`config.mk`:
```
export PLATFORM = sky130hd
export DESIGN_NAME = cyc_irq_timer
export DESIGN_NICKNAME = d
export VERILOG_FILES = /design/src/rtl/cit_pkg.sv /design/src/rtl/cit_rst_sync.sv /design/src/rtl/cit_cmd_decode.sv /design/src/rtl/cit_down_counter.sv /design/src/rtl/cit_irq_latch.sv /design/src/rtl/cyc_irq_timer.sv
export SDC_FILE = /design/constraint.sdc
export NUM_CORES = 1
export LEC_CHECK = 0
export ABC_CLOCK_PERIOD_IN_PS = 800
export BUFFER_PORTS_ARGS = -buffer_cell sky130_fd_sc_hd__buf_2
export CAP_MARGIN = 40
export CORE_MARGIN = 1.5
export CORE_UTILIZATION = 35
export CTS_BUF_LIST = sky130_fd_sc_hd__clkbuf_4 sky130_fd_sc_hd__clkbuf_8 sky130_fd_sc_hd__clkbuf_16
export DETAILED_ROUTE_END_ITERATION = 16
export MAX_ROUTING_LAYER = met4
export SETUP_SLACK_MARGIN = 0.4
export SYNTH_ARGS = -nofsm -noshare
export SYNTH_HDL_FRONTEND = slang
export SYNTH_HIERARCHICAL = 1
export SYNTH_SLANG_ARGS = --single-unit
```
`constraint.sdc`:
```
create_clock -name clk -period 0.8 [get_ports clk]
set_input_delay 0 -clock clk [delete_from_list [all_inputs] [get_ports clk]]
set_output_delay 0 -clock clk [all_outputs]
set_load 0.005 [all_outputs]
```
`src/rtl/cit_pkg.sv`:
```
package cit_pkg;
  // Command codes seen on the command bus
  localparam int unsigned CODE_CTRL  = 13;
  localparam int unsigned CODE_BYTE0 = 14;  // byte b of the counter uses CODE_BYTE0 + b

  // Bit positions inside the control data byte
  localparam int unsigned CTRL_IRQ_BIT = 0;
  localparam int unsigned CTRL_RUN_BIT = 7;

  typedef struct packed {
    logic run;     // counting enabled
    logic irq_en;  // interrupt generation enabled
  } cit_ctrl_t;
endpackage

```
`src/rtl/cit_rst_sync.sv`:
```
module cit_rst_sync #(
  parameter int unsigned STAGES = 2
) (
  input  logic clk,
  input  logic rst_n,
  output logic rst_sync_n
);
  logic [STAGES-1:0] sync_q;
  logic [STAGES-1:0] sync_d;

  always_comb begin
    sync_d = {sync_q[STAGES-2:0], 1'b1};
  end

  always_ff @(posedge clk or negedge rst_n) begin
    if (!rst_n) sync_q <= '0;
    else        sync_q <= sync_d;
  end

  assign rst_sync_n = sync_q[STAGES-1];
endmodule

```
`src/rtl/cit_cmd_decode.sv`:
```
module cit_cmd_decode
  import cit_pkg::*;
#(
  parameter int unsigned CMD_W     = 4,
  parameter int unsigned NUM_BYTES = 2
) (
  input  logic                 clk,
  input  logic                 rst_n,
  input  logic                 cmd_we,
  input  logic [CMD_W-1:0]     cmd_code,
  input  logic                 run_bit,
  input  logic                 irq_bit,
  output logic                 ctrl_wr_o,
  output logic [NUM_BYTES-1:0] byte_wr_o,
  output cit_ctrl_t            ctrl_o
);
  localparam logic [CMD_W-1:0] CTRL_CODE = CMD_W'(CODE_CTRL);

  cit_ctrl_t ctrl_q, ctrl_d;

  assign ctrl_wr_o = cmd_we && (cmd_code == CTRL_CODE);

  for (genvar b = 0; b < NUM_BYTES; b++) begin : g_byte_dec
    localparam logic [CMD_W-1:0] BYTE_CODE = CMD_W'(CODE_BYTE0 + b);
    assign byte_wr_o[b] = cmd_we && (cmd_code == BYTE_CODE);
  end

  always_comb begin
    ctrl_d        = ctrl_q;
    ctrl_d.run    = run_bit;
    ctrl_d.irq_en = irq_bit;
  end

  always_ff @(posedge clk or negedge rst_n) begin
    if (!rst_n)         ctrl_q <= '0;
    else if (ctrl_wr_o) ctrl_q <= ctrl_d;
  end

  assign ctrl_o = ctrl_q;

  // a control write loads both enables from the strobed data bits
  p_ctrl_load_r2: assert property (@(posedge clk) disable iff (!rst_n)
    ctrl_wr_o |=> (ctrl_o.run == $past(run_bit)) && (ctrl_o.irq_en == $past(irq_bit)));

  // without a control write the enables do not move
  p_ctrl_keep_r10: assert property (@(posedge clk) disable iff (!rst_n)
    !ctrl_wr_o |=> $stable(ctrl_o));
endmodule

```
`src/rtl/cit_down_counter.sv`:
```
module cit_down_counter #(
  parameter int unsigned CNT_W     = 16,
  parameter int unsigned DATA_W    = 8,
  parameter int unsigned NUM_BYTES = 2
) (
  input  logic                 clk,
  input  logic                 rst_n,
  input  logic                 run,
  input  logic [NUM_BYTES-1:0] byte_wr,
  input  logic [DATA_W-1:0]    wr_data,
  output logic                 wrap_o
);
  localparam logic [CNT_W-1:0] ONE = {{(CNT_W-1){1'b0}}, 1'b1};

  logic [CNT_W-1:0] cnt_q, cnt_d, load_val;
  logic             any_wr, cnt_ce;

  assign any_wr = |byte_wr;
  assign cnt_ce = any_wr | run;

  for (genvar b = 0; b < NUM_BYTES; b++) begin : g_byte_mux
    assign load_val[b*DATA_W +: DATA_W] = byte_wr[b] ? wr_data : cnt_q[b*DATA_W +: DATA_W];
  end

  // A byte write has priority over the decrement in the same cycle
  always_comb begin
    cnt_d  = cnt_q;
    wrap_o = 1'b0;
    if (any_wr) begin
      cnt_d = load_val;
    end else if (run) begin
      cnt_d  = cnt_q - ONE;
      wrap_o = (cnt_q == '0);
    end
  end

  always_ff @(posedge clk or negedge rst_n) begin
    if (!rst_n)      cnt_q <= '0;
    else if (cnt_ce) cnt_q <= cnt_d;
  end

  // one step down per enabled cycle, modulo the counter width
  p_dec_r5: assert property (@(posedge clk) disable iff (!rst_n)
    (run && !any_wr) |=> (cnt_q == $past(cnt_q) - ONE));

  // counting off and no write means the value holds
  p_hold_r5: assert property (@(posedge clk) disable iff (!rst_n)
    (!run && !any_wr) |=> $stable(cnt_q));

  // a wrap leaves the counter at all ones
  p_wrap_ones_r6: assert property (@(posedge clk) disable iff (!rst_n)
    wrap_o |=> (cnt_q == '1));

  for (genvar b = 0; b < NUM_BYTES; b++) begin : g_byte_chk
    // the written byte takes the data, even while counting
    p_byte_load_r4: assert property (@(posedge clk) disable iff (!rst_n)
      byte_wr[b] |=> (cnt_q[b*DATA_W +: DATA_W] == $past(wr_data)));
    // the other bytes are untouched by that write
    p_byte_keep_r8: assert property (@(posedge clk) disable iff (!rst_n)
      (any_wr && !byte_wr[b]) |=> $stable(cnt_q[b*DATA_W +: DATA_W]));
  end
endmodule

```
`src/rtl/cit_irq_latch.sv`:
```
module cit_irq_latch (
  input  logic clk,
  input  logic rst_n,
  input  logic ctrl_wr,
  input  logic wrap,
  input  logic irq_en,
  output logic pend_o
);
  logic pend_q, pend_d, set_hit;

  assign set_hit = wrap & irq_en;

  always_comb begin
    pend_d = pend_q;
    if (ctrl_wr) pend_d = 1'b0;
    if (set_hit) pend_d = 1'b1;
  end

  always_ff @(posedge clk or negedge rst_n) begin
    if (!rst_n) pend_q <= 1'b0;
    else        pend_q <= pend_d;
  end

  assign pend_o = pend_q;

  // a wrap with interrupts enabled makes the request pending
  p_set_r6: assert property (@(posedge clk) disable iff (!rst_n)
    (wrap && irq_en) |=> pend_o);

  // the request stays high until a control write
  p_sticky_r6: assert property (@(posedge clk) disable iff (!rst_n)
    (pend_o && !ctrl_wr) |=> pend_o);

  // a control write clears the request when no new wrap lands at the same time
  p_ack_r3: assert property (@(posedge clk) disable iff (!rst_n)
    (ctrl_wr && !(wrap && irq_en)) |=> !pend_o);

  // the request never rises without a wrap
  p_no_spurious_r9: assert property (@(posedge clk) disable iff (!rst_n)
    (!pend_o && !wrap) |=> !pend_o);
endmodule

```
`src/rtl/cyc_irq_timer.sv`:
```
module cyc_irq_timer
  import cit_pkg::*;
#(
  parameter int unsigned CNT_W       = 16,
  parameter int unsigned DATA_W      = 8,
  parameter int unsigned CMD_W       = 4,
  parameter int unsigned SYNC_STAGES = 2
) (
  input  logic              clk,
  input  logic              rst_n,
  input  logic              cmd_we,
  input  logic [CMD_W-1:0]  cmd_code,
  input  logic [DATA_W-1:0] cmd_data,
  output logic              irq_o
);
  localparam int unsigned NUM_BYTES = CNT_W / DATA_W;

  logic                 rst_sync_n;
  logic                 ctrl_wr;
  logic [NUM_BYTES-1:0] byte_wr;
  cit_ctrl_t            ctrl;
  logic                 wrap;

  cit_rst_sync #(.STAGES(SYNC_STAGES)) u_rst_sync (
    .clk        (clk),
    .rst_n      (rst_n),
    .rst_sync_n (rst_sync_n)
  );

  cit_cmd_decode #(.CMD_W(CMD_W), .NUM_BYTES(NUM_BYTES)) u_decode (
    .clk       (clk),
    .rst_n     (rst_sync_n),
    .cmd_we    (cmd_we),
    .cmd_code  (cmd_code),
    .run_bit   (cmd_data[CTRL_RUN_BIT]),
    .irq_bit   (cmd_data[CTRL_IRQ_BIT]),
    .ctrl_wr_o (ctrl_wr),
    .byte_wr_o (byte_wr),
    .ctrl_o    (ctrl)
  );

  cit_down_counter #(.CNT_W(CNT_W), .DATA_W(DATA_W), .NUM_BYTES(NUM_BYTES)) u_counter (
    .clk     (clk),
    .rst_n   (rst_sync_n),
    .run     (ctrl.run),
    .byte_wr (byte_wr),
    .wr_data (cmd_data),
    .wrap_o  (wrap)
  );

  cit_irq_latch u_irq (
    .clk     (clk),
    .rst_n   (rst_sync_n),
    .ctrl_wr (ctrl_wr),
    .wrap    (wrap),
    .irq_en  (ctrl.irq_en),
    .pend_o  (irq_o)
  );
endmodule

```
Word-level counts from Yosys, hierarchy flattened
Cells that the tools add are included.
W data, S select, Z words.
- equality and inequality tests: 5
- bitwise logic cells: 2
- multiplexer cells: 8
- add/subtract/negate cells: 1
- reduce and logical (&&, ||, !) cells: 9
- operator list (kind ; count):
    $mux W16 ; 2
    $logic_not A16 Y1 ; 1
    $mux W8 ; 2
    $sub A16 B1 Y16 const B ; 1
    $eq A4 B4 Y1 const B ; 3
    $reduce_and A3 Y1 ; 2
    $mux W1 ; 4
    $ne A2 B1 Y1 const B ; 2
    $reduce_bool A2 Y1 ; 2
    $logic_and A1 B1 Y1 ; 3
    $reduce_or A2 Y1 ; 1
    $and A1 B1 Y1 ; 1
    $or A1 B1 Y1 ; 1
- input bits: 15
- output and inout port bits: 1
- flip-flop bits (word level): 21

Logic depth before layout (Yosys ltp)
Gate-level depths: netlist of the first run.
- depth in word-level cells: 6
- depth in mapped cells: 7
- mapped depth without buffers: 6

Cells and area by module
The synthesis of the first run kept the hierarchy.
- modules (own cells, without submodules) (module ; cells an instance ; times used ; area an instance (sq um) ; seq. area each (sq um)):
    cit_down_counter ; 109 ; 1 ; 970.9 ; 400.4
    cit_cmd_decode ; 10 ; 1 ; 116.4 ; 50.0
    cit_rst_sync ; 3 ; 1 ; 53.8 ; 50.0
    cit_irq_latch ; 4 ; 1 ; 41.3 ; 25.0

Worst setup path before layout of the first run
OpenSTA, ideal clock, no wires.
- path kind: flip-flop to flip-flop
- from: register u_counter.cnt_q[0]
- to: register u_counter.cnt_q[8]
- buffers on the path: 0
- cell stages (with the launch flop): 7
- slack: -0.970 ns
- arrival: 1.635 ns
- cells stage by stage: dfrtp_1 inv_1 ha_1 or4b_2 nor3_1 xnor2_1 o21ai_0
- longest elaborated chain between the ends: 3
- ends and longest elaborated chain (what ; RTL line ; source):
    from (decl) ; cit_down_counter.sv:15 ; logic [CNT_W-1:0] cnt_q, cnt_d, load_val;
    from (signal assigned) ; cit_down_counter.sv:39 ; else if (cnt_ce) cnt_q <= cnt_d;
    $sub A16 B1 Y16 ; cit_down_counter.sv:32 ; cnt_d = cnt_q - ONE;
    $mux W16 ; cit_down_counter.sv:31 ; end else if (run) begin
    $mux W16 ; cit_down_counter.sv:29 ; if (any_wr) begin
No other way between the ends. The select of a mux whose other input is x is not followed.
A chain may end at the register's enable or synchronous reset.

Worst setup path in the final report of the first run
- from: register u_counter.cnt_q[9]
- to: register u_counter.cnt_q[15]
Same word-level chain as after synthesis.

==> results.sh, run 1 <==
export IMPL_crit_path_top_delay_cell="or4b_4"
export IMPL_cts_max_path_buffers=2
export IMPL_switching_share_pct=38.77
export IMPL_synth_area_top_cells="dfrtp_1, xnor2_1, o21ai_0, nand2_1, nor2_1"
export IMPL_ys_warn_count=6
export IMPL_routabilityCongestion=0.8301
export IMPL_synth_top_area_share_pct=44.44
export IMPL_pwr_share_seq_pct=31.3
export IMPL_power_internal_mw=3.636
export IMPL_power_share_clock_pct=9.4
export IMPL_wl_met1_mm=1.444
export IMPL_period_needed_ns=1.705
export IMPL_start_kind="register"
export IMPL_finalSetupViolCount=19
export IMPL_cpLargestDelayFamily="simple AND/OR/NAND/NOR gates"
export IMPL_period_share_pct=213.1
export IMPL_die_w_microns=61.12
export IMPL_p_sw_mw=2.302
export IMPL_end_kind="register"
export IMPL_root_buffer="clkbuf_4"
export IMPL_dp_hpwl_mm=2.421
export IMPL_final_common_cell="buf_4"
export IMPL_cp_max_fo=3
export IMPL_fin_skew_ns=0.008460
export IMPL_synth_area_per_cell_sq_um=9.384
export IMPL_ant_nets=0
export IMPL_crit_required_ns=1.04
export IMPL_synth_area_sq_um=1182
export IMPL_ys_types=37
export IMPL_fmax_mhz=586.6
export IMPL_power_per_cell_area_nw_per_um2=3114
export IMPL_holdWs_ns=-0.07552
export IMPL_critPathMaxStageDelay_ns=0.52
export IMPL_crit_chain="or3_4 > or4b_4 > o31a_1 > o21ai_1"
export IMPL_antenna_found_initial=0
export IMPL_worstPathBufferInverterCount=0
export IMPL_grt_overflow=0
export IMPL_dr_pass1_iters=4
export IMPL_combPwrFrac_pct=59.4
export IMPL_avgViaCountPerCell=5.061
export IMPL_fin_ws_ns=-0.9046
export IMPL_violations="hold timing, setup timing"
export IMPL_grtUsageTotal_pct=21.62
export IMPL_fin_nets=203
export IMPL_vias=1164
export IMPL_syn_to_final_growth_pct=61.27
export IMPL_finalPower_mw=5.937
export IMPL_wirelength_mm=3.503
export IMPL_cts_sinks=21
export IMPL_cap_violations=0
export IMPL_peakVddDrop_mv=2.016
export IMPL_final_cell_mix="buf_4, dfrtp_1, buf_2"
export IMPL_rows=20
export IMPL_n_antenna_cell=0
export IMPL_reg2reg_slack_ns=-0.90
export IMPL_syn_num_nets=142
export IMPL_ys_ff_latch=21
export IMPL_outcome="finished, violations left"
export IMPL_grt_max_degree=14
export IMPL_start_util_pct=37.80
export IMPL_grt_pass1_vias=1222
export IMPL_wl_met3_microns=132
export IMPL_leakagePower_nw=0.7865
export IMPL_cp_arrival_ns=1.95
export IMPL_top_layer="met4"
export IMPL_cts_hold_buffers_added=1
export IMPL_clkLatencyLatePin_ns=0.30
export IMPL_drtIter0Drc=52
export IMPL_dieArea_sq_um=3736
export IMPL_ios=16
export IMPL_drc=0
export IMPL_wl_per_cell_microns=15.23
export IMPL_grt_pass1_wl_mm=5.644
export IMPL_io_buffers=15
export IMPL_synth_top_area_cell="dfrtp_1"
export IMPL_rsz0062_at_grt="yes"
export IMPL_wl_met2_mm=1.883
export IMPL_drive_gt1_share_pct=54.30
export IMPL_hold_class="input pin to register"
export IMPL_syn_inst=126
export IMPL_cts_htree_levels=1
export IMPL_die_y_microns=61.12
export IMPL_ys_seq_area_share_pct=44.44
export IMPL_cts_tree="built"
export IMPL_cts_buffers=3
export IMPL_drv_slew=0
export IMPL_path_clk_slew_ns=0.12
export IMPL_hold_viol=17
export IMPL_critPathKind="register to register"
export IMPL_core_area_sq_um=3128
-- sequential cells by signal (all words and copies together), names as in the netlist --
register,count
u_decode/ctrl_o,2
u_counter/cnt_q,16
u_rst_sync/sync_q,2
u_irq/pend_o,1
-- power groups by stage --
stage | clock (mW) | combinational, mW | sequential [mW]
6_report | 0.555 | 3.52 | 1.86
5_1_grt | 0.629 | 3.79 | 1.89
4_1_cts | 0.567 | 3.13 | 1.84
3_5_place_dp | 0 | 2.59 | 1.88
3_3_place_gp | 0 | 2.53 | 1.85
2_1_floorplan | 0 | 1.30 | 1.92
-- what timing repair did --
action | 4_1_cts | 5_1_grt
pin swaps | 11 | 7
resized for setup | 25 | 11
buffers inserted | 5 | 2
cloned | 0 | 0
endpoints found under the hold margin | 19 | 17
endpoints found under the setup margin | 32 | 21
-- layout make-up --
type	instances	area (sq um)
inverter	5	18.77
fill	283	1221
sequential	21	530.5
tap	44	55.05
timing repair buffer	59	462.9
clock buffer	4	30.03
multi-input combinational	97	809.5
-- per-layer routing --
layer	vias up	GRT usage [%]
li1	567	-
met1	559	26.05
met2	32	37.39
met3	6	2.731
met4	0	6.832
met5	-	-
-- synthesized netlist by cell type --
library cell / n
dfrtp_1: 21
o21ai_0: 15
nand2_1: 14
nor2_1: 12
xnor2_1: 9
nor3_1: 6
inv_1: 4
a31oi_1: 3
nand4_1: 3
or3_1: 3
clkbuf_1: 2
mux2_2: 2
nand3_1: 2
nand3b_1: 2
nor4_1: 2
o31ai_1: 2
or4_1: 2
or4b_1: 2
xor2_1: 2
a21oi_1: 1
buf_2: 1
conb_1: 1
ha_1: 1
inv_2: 1
nand2b_1: 1
nand3_2: 1
nand4b_1: 1
nor3_4: 1
nor4_2: 1
nor4b_2: 1
o21ai_2: 1
o31a_1: 1
or2_2: 1
or3_4: 1
or4b_2: 1
or4b_4: 1
or4bb_1: 1
-- worst register-to-register path, stage by stage, from the launching register on --
cell     delay (ns)
dfrtp_1        0.40
or3_4          0.39
or4b_4         0.52
o31a_1         0.26
o21ai_1        0.08
-- cells by family (layout without fill, tap and decap cells) --
| family | after synthesis | after routing | synth area share [%] |
|---|---|---|---|
| adders and majority gates | 1 | 1 | 1.058 |
| DFF | 21 | 21 | 44.44 |
| muxes | 2 | 2 | 1.905 |
| buffers and inverters | 8 | 68 | 2.645 |
| other | 1 | 1 | 0.3172 |
| and+or+nand+nor | 59 | 59 | 30.37 |
| xor gates and xnor gates | 11 | 11 | 8.149 |
| AOI/OAI and AO/OA | 23 | 23 | 11.11 |
-- stage by stage --
step                      setup slack (ns)  std cells  cell area, sq um  util [%]  TNS (ns)
after detailed placement           -0.9134        218              1668     53.32    -12.18
final                              -0.9046        230              1907     60.96    -12.53
after global placement             -0.8542        218              1668     53.32    -11.68
after CTS                          -0.9046        228              1843     58.92    -12.24
after floorplan                    -0.9124        126              1269         -    -9.797
after global routing               -0.9432        230              1907     60.96    -13.64
-- path summary, 6_finish.rpt --
path / startpoint / end / cells after the start
max in group asynchronous: u_rst_sync/sync_q[1] / u_decode/ctrl_o[1] / 1
min: cmd_data[4] / u_counter/cnt_q[12] / 3
max: u_counter/cnt_q[9] / u_counter/cnt_q[15] / 4
min reg2reg: u_rst_sync/sync_q[1] / u_counter/cnt_q[14] / 1
max reg2reg: u_counter/cnt_q[9] / u_counter/cnt_q[15] / 4
min in group asynchronous: rst_n / u_rst_sync/sync_q[1] / 2
(Power assumes the default switching activity.)
==> inputs of run 2 (changes only) <==
- CELL_PAD_IN_SITES_DETAIL_PLACEMENT: not set -> 1
- CELL_PAD_IN_SITES_GLOBAL_PLACEMENT: not set -> 1
- PLACE_DENSITY_LB_ADDON: not set -> 0.1
==> run 2 against run 1 <==
- the run still ends with hold timing, setup timing left
- maximum frequency down 5.0%
- clock skew rose by 0.011 ns
- critical path depth increased by 1
- worst hold slack got worse by 0.036 ns
- sequential share of layout area fell by 0.71 points
- routed wire length increased by 29%
- critical endpoint is now u_irq/pend_o
- largest power group unchanged
==> results.sh, run 2 (synthesized netlist as in run 1, its figures left out) <==
export IMPL_ant_nets=0
export IMPL_cp_arrival_ns=2.08
export IMPL_wirelength_mm=4.515
export IMPL_dieArea_sq_um=3736
export IMPL_vias=1231
export IMPL_crit_path_top_delay_cell="or4b_4"
export IMPL_cts_buffers=3
export IMPL_worstPathBufferInverterCount=0
export IMPL_grt_overflow=0
export IMPL_hold_class="input pin to register"
export IMPL_critPathMaxStageDelay_ns=0.53
export IMPL_root_buffer="clkbuf_4"
export IMPL_r2r_start="u_counter/cnt_q[9]"
export IMPL_routabilityCongestion=0.7992
export IMPL_r2r_end="u_irq/pend_o"
export IMPL_grtUsageTotal_pct=26.38
export IMPL_rr_worst_depth=5
export IMPL_use_met3_pct=4.412
export IMPL_cts_max_path_buffers=2
export IMPL_cts_sinks=21
export IMPL_crit_required_ns=1.08
export IMPL_power_per_cell_area_nw_per_um2=3247
export IMPL_cpLargestDelayFamily="simple AND/OR/NAND/NOR gates"
export IMPL_peakVddDrop_mv=1.635
export IMPL_cap_violations=0
export IMPL_dp_hpwl_mm=2.955
export IMPL_die_w_microns=61.12
export IMPL_cp_startpoint="u_counter/cnt_q[9]"
export IMPL_hold_viol=19
export IMPL_start_util_pct=37.80
export IMPL_syn_to_final_growth_pct=65.50
export IMPL_rows=20
export IMPL_grt_pass1_wl_mm=6.665
export IMPL_top_register="u_counter/cnt_q"
export IMPL_start_kind="register"
export IMPL_use_met2_pct=46.50
export IMPL_period_share_pct=224.2
export IMPL_violations="hold timing, setup timing"
export IMPL_antenna_found_initial=0
export IMPL_whs_path_depth=3
export IMPL_grt_pass1_vias=1348
export IMPL_gr_usage_met1_pct=29.92
export IMPL_fin_skew_ns=0.01977
export IMPL_dr_pass1_iters=4
export IMPL_path_clk_slew_ns=0.14
export IMPL_n_antenna_cell=0
export IMPL_cts_tree="built"
export IMPL_drive_gt1_share_pct=56.54
export IMPL_holdWs_ns=-0.1112
export IMPL_drc=0
export IMPL_clkLatencyLatePin_ns=0.35
export IMPL_cp_max_fo=3
export IMPL_finalSetupViolCount=19
export IMPL_die_y_microns=61.12
export IMPL_reg2reg_slack_ns=-0.99
export IMPL_fin_ws_ns=-0.9936
export IMPL_rsz0062_at_grt="yes"
export IMPL_grt_busiest_layer="met2"
export IMPL_critPathKind="register to register"
export IMPL_worst_path_stages=5
export IMPL_cts_hold_buffers_added=1
export IMPL_drv_slew=0
export IMPL_final_common_cell="buf_4"
export IMPL_grt_max_degree=16
export IMPL_crit_chain="or3_4 > or4b_4 > nor4_4 > nand2_1 > o21ai_2"
export IMPL_avgViaCountPerCell=5.238
export IMPL_endpoint="u_irq/pend_o"
export IMPL_ios=16
export IMPL_core_area_sq_um=3128
export IMPL_outcome="finished, violations left"
export IMPL_cts_htree_levels=1
export IMPL_period_needed_ns=1.794
export IMPL_final_cell_mix="buf_4, dfrtp_1, buf_2"
export IMPL_drtIter0Drc=66
export IMPL_fin_nets=208
export IMPL_largest_register_ffs=16
export IMPL_wl_per_cell_microns=19.21
export IMPL_end_kind="register"
export IMPL_io_buffers=15
export IMPL_fmax_mhz=557.5
export IMPL_utilization_pct=62.56
export IMPL_leakagePower_nw=0.8130
-- run 2: cell types whose count changed in the layout (fill, tap and decap cells not counted), sizes merged --
cell / previous run / this run
buf: 58 / 63
clkbuf: 4 / 3
clkinv: 0 / 1
-- run 2: worst min-delay path by stage --
| stage | start | endpoint | slack [ns] |
|---|---|---|---|
| after global placement | rst_n | u_rst_sync/sync_q[0] | -0.21 |
| after floorplan | rst_n | u_rst_sync/sync_q[0] | -0.30 |
| final | cmd_data[4] | u_counter/cnt_q[12] | -0.11 |
| after global routing | cmd_data[2] | u_counter/cnt_q[10] | -0.11 |
| after CTS | cmd_data[4] | u_counter/cnt_q[12] | -0.11 |
| after detailed placement | rst_n | u_rst_sync/sync_q[0] | -0.21 |
-- run 2: report_power, final --
group	leakage, nW	internal (mW)	switching (mW)
clock network	0.0177	0.189	0.385
logic	0.544	2.13	1.79
registers	0.251	1.47	0.392
total	0.813	3.79	2.57
-- run 2: layer usage --
metal,wire (microns),vias up
li1,-,578
met1,1872,636
met2,2461,11
met3,111,6
met4,70,0
met5,0,-
-- run 2: tightest hold or removal path, cell delays in order --
cell and delay (ns):
buf_2 0.10, nand2_1 0.05, o21ai_1 0.06
-- run 2: metrics by stage --
stage / instance area (sq um) / total power, mW / setup WS [ns] / TNS, ns / instances
after floorplan: 1269 / 3.217 / -0.9124 / -9.797 / 126
after global placement: 1653 / 4.390 / -0.8537 / -11.70 / 216
after detailed placement: 1653 / 4.589 / -0.9147 / -12.57 / 216
after CTS: 1862 / 5.832 / -0.9429 / -12.08 / 229
after global routing: 1957 / 6.710 / -1.011 / -13.70 / 235
final: 1957 / 6.355 / -0.9936 / -12.64 / 235
-- run 2: timing repair --
action                                  in CTS  in global routing
setup buffers                                8                  6
pin swaps                                   12                 13
resized for setup                           28                 11
endpoints found under the setup margin      33                 21
hold endpoints to repair                    19                 18
-- run 2: layout make-up --
class,count,area [sq um]
multi-input combinational,97,824.5
inverter,5,18.77
tap,44,55.05
fill,351,1171
timing repair buffer,64,500.5
sequential,21,530.5
clock inverter,1,5.005
clock buffer,3,22.52
==> inputs of run 3 (changes only) <==
- SETUP_SLACK_MARGIN: 0.4 -> 0.2
- SKIP_CTS_REPAIR_TIMING: not set -> 1
==> run 3 against run 2 <==
- the flow still finishes with violations (hold timing, setup timing)
- final area shrank 0.64%
- cell count is the same
- combinational power fell by 5.4%
- worst hold slack better by 0.057 ns
- global-route usage is 2.9 points lower
- critical path depth fell by 1
- total power is 3.4% lower
- sequential power hardly changed
==> results.sh, run 3 (synthesized netlist as in run 1, its figures left out) <==
export IMPL_io_buffers=15
export IMPL_drtIter0Drc=31
export IMPL_rsz0062_at_grt="yes"
export IMPL_syn_to_final_growth_pct=64.44
export IMPL_top_register="u_counter/cnt_q"
export IMPL_r2r_start="u_counter/cnt_q[9]"
export IMPL_finalSetupViolCount=19
export IMPL_whs_path_depth=3
export IMPL_grt_pass1_wl_mm=5.975
export IMPL_rr_worst_depth=4
export IMPL_end_kind="register"
export IMPL_placedCellCount=216
export IMPL_start_util_pct=37.80
export IMPL_cts_buffers=3
export IMPL_fmax_mhz=575.2
export IMPL_vias=1236
export IMPL_crit_required_ns=1.06
export IMPL_cts_htree_levels=1
export IMPL_reg2reg_slack_ns=-0.94
export IMPL_layout_cells_non_filler=235
export IMPL_drv_slew=0
export IMPL_period_share_pct=217.3
export IMPL_min_delay_start="cmd_data[0]"
export IMPL_hold_end="u_counter/cnt_q[8]"
export IMPL_finalPower_mw=6.136
export IMPL_fin_nets=208
export IMPL_die_w_microns=61.12
export IMPL_final_cell_mix="buf_4, dfrtp_1, buf_2"
export IMPL_final_common_cell="buf_4"
export IMPL_largest_register_ffs=16
export IMPL_num_fill_cells=356
export IMPL_power_per_cell_area_nw_per_um2=3156
export IMPL_cp_max_fo=3
export IMPL_dpl_worst_slack_ns=-0.9147
export IMPL_hold_class="input pin to register"
export IMPL_clkLatencyLatePin_ns=0.32
export IMPL_die_y_microns=61.12
export IMPL_dr_pass1_iters=4
export IMPL_antenna_found_initial=0
export IMPL_rows=20
export IMPL_grtUsageTotal_pct=23.51
export IMPL_root_buffer="clkbuf_4"
export IMPL_outcome="finished, violations left"
export IMPL_drc=0
export IMPL_violations="hold timing, setup timing"
export IMPL_fin_ws_ns=-0.9384
export IMPL_r2r_end="u_counter/cnt_q[15]"
export IMPL_peakVddDrop_mv=1.547
export IMPL_critPathKind="register to register"
export IMPL_cts_tree="built"
export IMPL_grt_overflow=0
export IMPL_wirelength_mm=4.314
export IMPL_cp_arrival_ns=2.00
export IMPL_cts_sinks=21
export IMPL_hold_viol=8
export IMPL_grt_pass1_vias=1245
export IMPL_dieArea_sq_um=3736
export IMPL_dp_hpwl_mm=2.955
export IMPL_drive_gt1_share_pct=52.36
export IMPL_fin_skew_ns=0.01503
export IMPL_avgViaCountPerCell=5.260
export IMPL_setup_tns_ns=-12.59
export IMPL_cts_max_path_buffers=2
export IMPL_start_kind="register"
export IMPL_leakagePower_nw=0.8027
export IMPL_grt_max_degree=16
export IMPL_holdWs_ns=-0.05381
export IMPL_wl_per_cell_microns=18.36
export IMPL_ant_nets=0
export IMPL_n_antenna_cell=0
export IMPL_routabilityCongestion=0.7992
export IMPL_cap_violations=0
export IMPL_ios=16
export IMPL_path_clk_slew_ns=0.13
export IMPL_period_needed_ns=1.738
export IMPL_core_area_sq_um=3128
-- run 3: cell types whose count changed in the layout (fill, tap and decap cells not counted), sizes merged --
cell / previous run / this run
buf: 63 / 57
dlygate4sd3: 1 / 7
-- run 3: per-stage QoR --
stage / util [%] / instance area, sq um
floorplan: - / 1269
global placement: 52.84 / 1653
detailed placement: 52.84 / 1653
CTS: 53.72 / 1680
global route: 62.16 / 1944
finish: 62.16 / 1944
-- run 3: how the worst max path moves through the flow --
stage | endpoint | startpoint | slack, ns
global route | u_counter/cnt_q[11] | u_counter/cnt_q[4] | -1.0
global placement | u_irq/pend_o | u_counter/cnt_q[9] | -0.85
detailed placement | u_counter/cnt_q[15] | u_counter/cnt_q[9] | -0.91
finish | u_counter/cnt_q[15] | u_counter/cnt_q[9] | -0.94
CTS | u_counter/cnt_q[15] | u_counter/cnt_q[9] | -0.95
floorplan | u_counter/cnt_q[15] | u_counter/cnt_q[7] | -0.91
-- run 3: critical path: stages, from the launching register on --
cell and delay, ns:
dfrtp_1 0.41, or3_4 0.40, or4b_4 0.52, o31a_1 0.26, o21ai_1 0.08
-- run 3: area by class of cell --
cell class              instances  area [sq um]  share of cell area [%]
repair buffers                 64         499.2                   25.68
clock inverters                 1         5.005                  0.2574
clock buffers                   3         22.52                   1.158
flip-flops and latches         21         530.5                   27.28
inverters                       5         18.77                  0.9653
well taps                      44         55.05                   2.831
multi-input cells              97         813.3                   41.83
-- run 3: metal layers --
metal | wire [microns] | vias to the layer above | global-route usage (%)
met4 | 99 | 0 | 8.696
met2 | 2391 | 16 | 39.36
met5 | 0 | - | -
met3 | 98 | 10 | 4.412
li1 | - | 580 | -
met1 | 1725 | 630 | 28.01
-- run 3: report_power, final --
| part | internal [mW] | switching [mW] |
|---|---|---|
| registers | 1.47 | 0.423 |
| clock network | 0.187 | 0.348 |
| logic | 2.01 | 1.70 |
| total | 3.66 | 2.47 |
